[src/rtl/sxc_pkg.sv]
`timescale 1ns/1ps
package sxc_pkg;
   typedef enum logic [2:0] {
      ST_IDLE, ST_CRD, ST_CACC, ST_PFX, ST_SRD, ST_SLAT, ST_SEMIT, ST_FIN
   } sxc_state_e;

   localparam int XO_BIT   = 0;
   localparam int YO_BIT   = 8;
   localparam int MASK_LSB = 16;
   localparam int OCT_LSB  = 24;

   function automatic logic [3:0] popcnt8(input logic [7:0] m);
      logic [3:0] n;
      n = '0;
      for (int i = 0; i < 8; i++) n = n + {3'b000, m[i]};
      return n;
   endfunction
endpackage

[src/rtl/sxc_colbank.sv]
`timescale 1ns/1ps
module sxc_colbank #(
   parameter int COLS  = 4,
   parameter int CW    = 2,
   parameter int CNT_W = 8
) (
   input  logic             clk,
   input  logic             rst_n,
   input  logic             clr,
   input  logic             add_en,
   input  logic [CW-1:0]    col,
   input  logic [CNT_W-1:0] add_val,
   input  logic             pfx_en,
   output logic [CNT_W-1:0] col_val,
   output logic [CNT_W-1:0] total
);
   logic [CNT_W-1:0] cnt [COLS];
   logic [CNT_W-1:0] run [COLS+1];

   assign run[0] = '0;
   for (genvar i = 0; i < COLS; i++) begin : g_scan
      assign run[i+1] = run[i] + cnt[i];
   end

   assign col_val = cnt[col];

   always_ff @(posedge clk) begin
      if (!rst_n || clr) begin
         for (int i = 0; i < COLS; i++) cnt[i] <= '0;
         total <= '0;
      end else if (pfx_en) begin
         for (int i = 0; i < COLS; i++) cnt[i] <= run[i];
         total <= run[COLS];
      end else if (add_en) begin
         cnt[col] <= cnt[col] + add_val;
      end
   end
endmodule

[src/rtl/sxc_expand.sv]
`timescale 1ns/1ps
module sxc_expand #(
   parameter int RW      = 2,
   parameter int CW      = 2,
   parameter int COORD_W = 16
) (
   input  logic [7:0]         mask,
   input  logic [CW-1:0]      col,
   input  logic [RW-1:0]      row,
   input  logic               xoff,
   input  logic               yoff,
   input  logic [7:0]         oct,
   output logic               has_bit,
   output logic [2:0]         scale,
   output logic [7:0]         mask_nx,
   output logic [COORD_W-1:0] x,
   output logic [COORD_W-1:0] y
);
   always_comb begin
      scale = 3'd0;
      for (int i = 7; i >= 0; i--) if (mask[i]) scale = 3'(i);
   end

   assign has_bit = |mask;
   assign mask_nx = mask & (mask - 8'd1);
   assign x = COORD_W'({col, xoff}) << oct;
   assign y = COORD_W'({row, yoff}) << oct;
endmodule

[src/rtl/sxc_compactor.sv]
`timescale 1ns/1ps
module sxc_compactor
   import sxc_pkg::*;
#(
   parameter int ROWS    = 4,
   parameter int COLS    = 4,
   parameter int CAP     = 16,
   parameter int COORD_W = 16
) (
   input  logic                              clk,
   input  logic                              rst_n,
   input  logic                              start,
   output logic                              busy,
   output logic                              done,
   output logic                              rd_en,
   output logic [$clog2(ROWS*COLS)-1:0]      rd_addr,
   input  logic [31:0]                       rd_data,
   output logic                              wr_en,
   output logic [$clog2(CAP)-1:0]            wr_addr,
   output logic [COORD_W-1:0]                wr_x,
   output logic [COORD_W-1:0]                wr_y,
   output logic [2:0]                        wr_scale,
   output logic [7:0]                        wr_octave,
   output logic [$clog2(ROWS*COLS*8+1)-1:0]  feat_count,
   output logic                              overflow
);
   localparam int RW     = $clog2(ROWS);
   localparam int CW     = $clog2(COLS);
   localparam int ADDR_W = $clog2(ROWS*COLS);
   localparam int OUT_AW = $clog2(CAP);
   localparam int CNT_W  = $clog2(ROWS*COLS*8+1);

   if (ROWS < 2 || COLS < 2) begin : g_bad_dims
      $error("sxc_compactor: ROWS and COLS must be at least 2");
   end
   if (CAP < 2) begin : g_bad_cap
      $error("sxc_compactor: CAP must be at least 2");
   end
   if (COORD_W < CW + 2 || COORD_W < RW + 2) begin : g_bad_coord
      $error("sxc_compactor: COORD_W too narrow for the array");
   end

   sxc_state_e       st, st_nx;
   logic [RW-1:0]    row_q;
   logic [CW-1:0]    col_q;
   logic [31:0]      word_q;
   logic [7:0]       mask_q;
   logic             ovf_q;

   logic             bank_clr, bank_add, bank_pfx;
   logic [CNT_W-1:0] bank_val, bank_inc, bank_total;
   logic             last_pos, pos_adv, fits;
   logic             has_bit;
   logic [2:0]       sc;
   logic [7:0]       mask_nx;
   logic [COORD_W-1:0] xf, yf;

   assign last_pos = (row_q == RW'(ROWS-1)) && (col_q == CW'(COLS-1));
   assign fits     = int'(bank_val) < CAP;

   always_comb begin
      st_nx    = st;
      bank_clr = 1'b0;
      bank_add = 1'b0;
      bank_pfx = 1'b0;
      bank_inc = '0;
      rd_en    = 1'b0;
      wr_en    = 1'b0;
      pos_adv  = 1'b0;
      done     = 1'b0;
      unique case (st)
         ST_IDLE:  if (start) begin st_nx = ST_CRD; bank_clr = 1'b1; end
         ST_CRD:   begin rd_en = 1'b1; st_nx = ST_CACC; end
         ST_CACC: begin
            bank_add = 1'b1;
            bank_inc = CNT_W'(popcnt8(rd_data[MASK_LSB +: 8]));
            pos_adv  = 1'b1;
            st_nx    = last_pos ? ST_PFX : ST_CRD;
         end
         ST_PFX:   begin bank_pfx = 1'b1; st_nx = ST_SRD; end
         ST_SRD:   begin rd_en = 1'b1; st_nx = ST_SLAT; end
         ST_SLAT:  st_nx = ST_SEMIT;
         ST_SEMIT: begin
            if (has_bit) begin
               bank_add = 1'b1;
               bank_inc = CNT_W'(1);
               wr_en    = fits;
            end else begin
               pos_adv = 1'b1;
               st_nx   = last_pos ? ST_FIN : ST_SRD;
            end
         end
         ST_FIN:   begin done = 1'b1; st_nx = ST_IDLE; end
         default:  st_nx = ST_IDLE;
      endcase
   end

   always_ff @(posedge clk) begin
      if (!rst_n) begin
         st     <= ST_IDLE;
         row_q  <= '0;
         col_q  <= '0;
         word_q <= '0;
         mask_q <= '0;
         ovf_q  <= 1'b0;
      end else begin
         st <= st_nx;
         if (st == ST_IDLE && start) begin
            row_q <= '0;
            col_q <= '0;
            ovf_q <= 1'b0;
         end
         if (pos_adv) begin
            if (last_pos) begin
               row_q <= '0;
               col_q <= '0;
            end else if (row_q == RW'(ROWS-1)) begin
               row_q <= '0;
               col_q <= col_q + CW'(1);
            end else begin
               row_q <= row_q + RW'(1);
            end
         end
         if (st == ST_SLAT) begin
            word_q <= rd_data;
            mask_q <= rd_data[MASK_LSB +: 8];
         end
         if (st == ST_SEMIT && has_bit) begin
            mask_q <= mask_nx;
            if (!fits) ovf_q <= 1'b1;
         end
      end
   end

   sxc_colbank #(.COLS(COLS), .CW(CW), .CNT_W(CNT_W)) u_bank (
      .clk(clk), .rst_n(rst_n), .clr(bank_clr), .add_en(bank_add),
      .col(col_q), .add_val(bank_inc), .pfx_en(bank_pfx),
      .col_val(bank_val), .total(bank_total)
   );

   sxc_expand #(.RW(RW), .CW(CW), .COORD_W(COORD_W)) u_exp (
      .mask(mask_q), .col(col_q), .row(row_q),
      .xoff(word_q[XO_BIT]), .yoff(word_q[YO_BIT]), .oct(word_q[OCT_LSB +: 8]),
      .has_bit(has_bit), .scale(sc), .mask_nx(mask_nx), .x(xf), .y(yf)
   );

   assign busy       = (st != ST_IDLE);
   assign rd_addr    = ADDR_W'(int'(row_q) * COLS + int'(col_q));
   assign wr_addr    = OUT_AW'(bank_val);
   assign wr_x       = xf;
   assign wr_y       = yf;
   assign wr_scale   = sc;
   assign wr_octave  = word_q[OCT_LSB +: 8];
   assign feat_count = bank_total;
   assign overflow   = ovf_q;

   // every read address falls inside the array
   a_r2_addr_range: assert property (@(posedge clk) disable iff (!rst_n)
      rd_en |-> int'(rd_addr) < ROWS*COLS);

   // back-to-back writes step the record index by one
   a_r6_contig: assert property (@(posedge clk) disable iff (!rst_n)
      (wr_en && $past(wr_en)) |-> wr_addr == $past(wr_addr) + OUT_AW'(1));

   // overflow flag agrees with the total at completion
   a_r7_ovf_match: assert property (@(posedge clk) disable iff (!rst_n)
      done |-> (overflow == (int'(feat_count) > CAP)));

   // completion is a single-cycle pulse
   a_r8_done_pulse: assert property (@(posedge clk) disable iff (!rst_n)
      done |=> !done);

   // results do not move while idle
   a_r9_hold: assert property (@(posedge clk) disable iff (!rst_n)
      (!busy && $past(!busy)) |-> ($stable(feat_count) && $stable(overflow)));
endmodule

[config.mk]
export PLATFORM = sky130hd
export DESIGN_NAME = sxc_compactor
export DESIGN_NICKNAME = d
export VERILOG_FILES = /design/src/rtl/sxc_pkg.sv /design/src/rtl/sxc_colbank.sv /design/src/rtl/sxc_expand.sv /design/src/rtl/sxc_compactor.sv
export SDC_FILE = /design/constraint.sdc
export NUM_CORES = 1
export LEC_CHECK = 0
export BUFFER_PORTS_ARGS = -buffer_cell sky130_fd_sc_hd__buf_2
export CAP_MARGIN = 20
export CORE_MARGIN = 1.5
export CORE_UTILIZATION = 60
export CTS_BUF_LIST = sky130_fd_sc_hd__clkbuf_16
export CTS_CLUSTER_SIZE = 14
export DETAILED_ROUTE_END_ITERATION = 12
export GPL_TIMING_DRIVEN = 0
export PLACE_DENSITY = 0.87
export SKIP_LAST_GASP = 1
export SLEW_MARGIN = 40
export SYNTH_ARGS = -nofsm -noshare
export SYNTH_HDL_FRONTEND = slang
export SYNTH_SLANG_ARGS = --single-unit
[constraint.sdc]
create_clock -name clk -period 11.05 [get_ports clk]
set_clock_uncertainty 0.2 [all_clocks]
set_input_delay 1.105 -clock clk [delete_from_list [all_inputs] [get_ports clk]]
set_output_delay 1.105 -clock clk [all_outputs]
set_load 0.01 [all_outputs]
==> Word level (Yosys, flattened, before mapping) <==
Memory sizes are Yosys's and may differ from the RTL's. A register that Yosys moved wholly into a read port is not among the register bits.
Cells that the tools add are included.
{ "word_totals": {"ff_bits": 56, "latchBits": 0, "mem_bits_rw": 32, "rom_bits": 0, "in_bits": 35, "out_inout_bits": 64, "elab_cells": 111, "mem_count": 1} }
{ "mem_list": {"columns": ["name", "words", "width", "read_ports", "rd_ports_with_merged_regs", "wr", "line", "source"], "rows": [
  ["u_bank.cnt", 4, 8, 5, 1, 4, "sxc_colbank.sv:17", "logic [CNT_W-1:0] cnt [COLS];"]
]} }
{ "op_classes": {"add_sub_neg": 15, "mul": 0, "n_div": 0, "n_lt_le_gt_ge": 1, "eq_ne": 11, "n_shift": 2, "n_mux": 56, "bitwise_logic": 5, "reduce_logical": 13} }
{ "ops": {"columns": ["cell", "n"], "rows": [
  ["2-to-1 mux 8 bit", 7],
  ["left shift 3 x 8 -> 16 bit", 2],
  ["2-to-1 mux 3 bit", 10],
  ["adder 8 bit", 3],
  ["2-to-1 mux 2 bit", 12],
  ["case mux 3 bit (8 select lines)", 1],
  ["2-to-1 mux 1 bit", 23],
  ["adder 4 x 1 -> 4 bit", 4],
  ["OR reduction 8 bit", 2],
  ["equality test 3 bit (second input constant)", 4],
  ["adder 8 x 4 -> 8 bit", 1],
  ["AND 8 bit", 1],
  ["< comparator 8 x 5 -> 1 bit (second input constant)", 1],
  ["case mux 4 bit (2 select lines)", 1],
  ["subtractor 8 x 1 -> 8 bit (second input constant)", 1],
  ["equality test 3 x 2 -> 1 bit (second input constant)", 2],
  ["adder 2 x 1 -> 2 bit (second input constant)", 2],
  ["adder 3 x 1 -> 4 bit", 1],
  ["adder 4 x 2 -> 4 bit", 1],
  ["equality test 2 bit (second input constant)", 2],
  ["inequality test 2 bit (second input constant)", 2],
  ["bitwise OR 1 bit", 4],
  ["case mux 1 bit (2 select lines)", 2],
  ["nonzero test 2 bit", 2],
  ["10 further kinds", 12]
]} }

==> Longest topological paths before layout <==
{ "depth": {"depth_word": 10, "depth_mapped": 19, "mapped_depth_nobuf": 19} }

==> Modules after synthesis <==
From an unflattened synthesis, not the netlist that was laid out.
{ "hier_totals": {"hier_cells": 545, "hier_area_um2": 4823.4} }
{ "modules_own_cells": {"columns": ["module", "n_inst", "cells_per_inst", "area_each_um2", "seq_area_each_um2"], "rows": [
  ["sxc_colbank", 1, 262, 2787.7, 1121.1],
  ["sxc_compactor", 1, 182, 1447.6, 520.5],
  ["sxc_expand", 1, 101, 588.1, 0.0]
]} }

==> Worst setup path after synthesis <==
No wires, ideal clock.
{ "synth_timing": {"kind": "input to register", "startpoint": "input rd_data[16]", "endpoint": "memory u_bank.cnt[2][7], data pin", "setup_ps": 270, "arrival_time_ps": 4598, "required_time_ps": 10580, "path_slack_ps": 5982, "stages": 16, "path_cell_list": "inv_1 > fa_1 > fa_1 > fa_1 > inv_1 > ha_1 > fa_1 > nand2_1 > inv_1 > ha_1 > a21o_1 > a21oi_1 > nor2b_1 > o2111ai_1 > xor2_1 > o22ai_1"} }
{ "synth_rtl": {"columns": ["element", "line", "source"], "rows": [
  ["from (decl)", "sxc_compactor.sv:17", "input logic [31:0] rd_data,"],
  ["to (decl)", "sxc_colbank.sv:17", null]
]} }

==> out/metrics.yaml <==
cts_hold_buf: 0
drc: 0
synthArstFlopShare: 0
grtUsageMet3: 0.0556
start_util: 0.615
crit_arrival_ps: 5240
cpMostUsedCell: "fa_1"
cts-root-buf: "clkbuf_16"
synth_area_um2: 4730
reg2reg_depth: 18
cp_slowest_cell: "fa_1"
endpoint_kind: "register"
synth-edff-count: 32
total_power_w: 0.000727
use_met1: 0.387
r2r_end: "u_bank.total[7]$_SDFFE_PP0P_"
ys_ff_latch: 66
avgSynthCellArea_um2: 8.84
whs_endpoint: "u_bank.total[7]$_SDFFE_PP0P_"
wirelength_mm: 12.4
hold_path_class: "reg2reg"
grt_use_total: 0.298
area_growth_pct: 17.6
cts.clk_slew.worst_paths_ps: 50
final_util: 0.723
yosysWarnings: 0
placementRows: 32
pin_count: 99
grt_util_met2: 0.496
drtPass1Iterations: 5
cts_buffer_depth: 2
dp_hpwl_mm: 9.26
dr_total_vias: 4484
whs_path_depth: 2
worst_slew_margin_rel: 0.618
finalHoldViolCount: 0
r2r_start: "u_bank.cnt[0][0]$_SDFFCE_PN0P_"
n_antenna_cell: 0
gr-max-usage-layer: "met2"
routedWlPerCell_um: 16.8
worstPathCellList: "buf_2, inv_1, fa_1, fa_1, fa_1, inv_1, ha_1, fa_1, xnor2_1, nor3_1, ha_1, a21oi_1, nor2b_1, o2111ai_1, xor2_1, o22ai_1"
post-cts-setup-buffers: 0
drv_cap: 0
synth_top_area_frac: 0.203
tns_ps: 0
synth.most_common_cell: "nand2_1"
antenna_found_initial: 0
h-tree-depth: 3
status: "finished, final reports clean"
rsz0062_at_grt: "no"
nets: 706
period_needed_ps: 5390
die_area_um2: 8420
die_y_um: 91.8
globalRouteOverflowTotal: 0
synthFlopType: "dfxtp_1"
coreArea_um2: 7690
grt_max_degree: 12
cp_max_fo: 4
hold_start: "u_bank.total[7]$_SDFFE_PP0P_"
drt_iter0_drc: 437
cts_tree: "yes"
fin_crit_sh: 0.487
ctsResizeCount: 0
leakage_nw: 2.42
finalWeightedCongestion: 0.910
die_w_um: 91.8
synth_nets: 611
yosys-top-cells-count: "nand2_1 (83), nor2_1 (50), dfxtp_1 (34)"
clock_latency_ps: 330
layout-drive-gt1-share: 0.187
clock_sinks: 66
max_stage_delay_ps: 560
synthTopCellsByArea: "edfxtp_1 (20%), dfxtp_1 (14%), ha_1 (8.7%)"
grt_pass1_vias: 4180
worstSetupPathType: "in2reg"
synth_cell_types: 53
fin_hold_ws_ps: 250
fmax_mhz: 186
portBuffers: 84
start_kind: "input port"
yosys.area.top_type: "edfxtp_1"
reg2reg_slack_ps: 6670
numCtsBuffers: 9
power_density_nw_per_um2: 131
syn_inst: 535
ys_seq_area_frac: 0.347
setup_viol: 0
drv_slew: 0
worst_slew_pin_slew_ps: 573
grt_pass1_wl_mm: 19.8
ir_worst_vdd_mv: 0.110
worstPathRequired_ps: 10900
routed_via_density: 6.08
ant_nets: 0
## cell usage in the layout (no fill, tap or decap), types with 8 or more instances in the layout
cell type,count
buf_2,88
ha_1,33
xor2_1,8
xnor2_1,17
inv_1,34
nor2_1,50
nor3_1,8
nand2_1,83
edfxtp_1,32
nand3_1,8
clkbuf_16,10
a32o_1,8
clkbuf_1,17
fa_1,8
nor2b_1,16
dfxtp_1,34
o21ai_0,32
mux4_2,8
a21boi_0,23
a21oi_1,18
## routing by layer
layer	wire length (um)	vias to the layer above
met5	0	-
met2	5900	234
met4	312	0
li1	-	2102
met3	1060	33
met1	5100	2115
## where the power goes
part           switching (W)  internal (W)
Clock               0.000106      0.000163
Sequential        0.00000965      0.000269
Combinational       0.000102     0.0000776
Total               0.000218      0.000509
## flip-flops by register name (all words and copies together) (netlist names)
register,count
u_bank.cnt,32
word_q,10
mask_q,8
u_bank.total,8
st,3
col_q,2
row_q,2
overflow,1
## cell type report
type	instances	area [um^2]
tap	102	128
clock buffer	10	250
clock inverter	6	30.0
buffer	24	103
multi-input combinational	412	2870
timing repair buffer	84	420
inverter	33	124
sequential	66	1640
fill	572	2130
## kinds of logic after synthesis
logic type,after synthesis,share of synthesized area
xor gates and xnor gates,26,0.0511
and+or+nand+nor,204,0.201
DFF,66,0.347
muxes,11,0.0452
adders and majority gates,41,0.121
buffers and inverters,57,0.0479
AOI/OAI and AO/OA,130,0.186
## how the worst max path moves through the flow
stage	slack [ps]	endpoint	start
floorplan	5980	u_bank.cnt[2][7]$_DFFE_PP_	rd_data[16]
global placement	5500	u_bank.cnt[3][6]$_DFFE_PP_	rd_data[16]
detailed placement	5480	u_bank.cnt[3][6]$_DFFE_PP_	rd_data[16]
CTS	5720	u_bank.cnt[2][7]$_DFFE_PP_	rd_data[16]
global route	5520	u_bank.cnt[3][5]$_DFFE_PP_	rd_data[16]
finish	5660	u_bank.cnt[2][7]$_DFFE_PP_	rd_data[16]
## per-stage QoR
step,instances,cell area [um^2],setup slack [ps]
3_5_place_dp,721,5280,5480
2_1_floorplan,535,4730,5980
3_3_place_gp,721,5280,5500
5_1_grt,737,5560,5520
6_report,737,5560,5660
4_1_cts,737,5560,5720
## critical path: cells and delay by family
kind / cells / cell delay [ps]
AO/OA/AOI/OAI: 3 / 650
adder cells (fa/ha/maj): 6 / 2410
XOR/XNOR: 2 / 510
AND/OR/NAND/NOR: 2 / 370
buffers and inverters: 3 / 170
No activity file was read; power rests on OpenSTA's default activity.
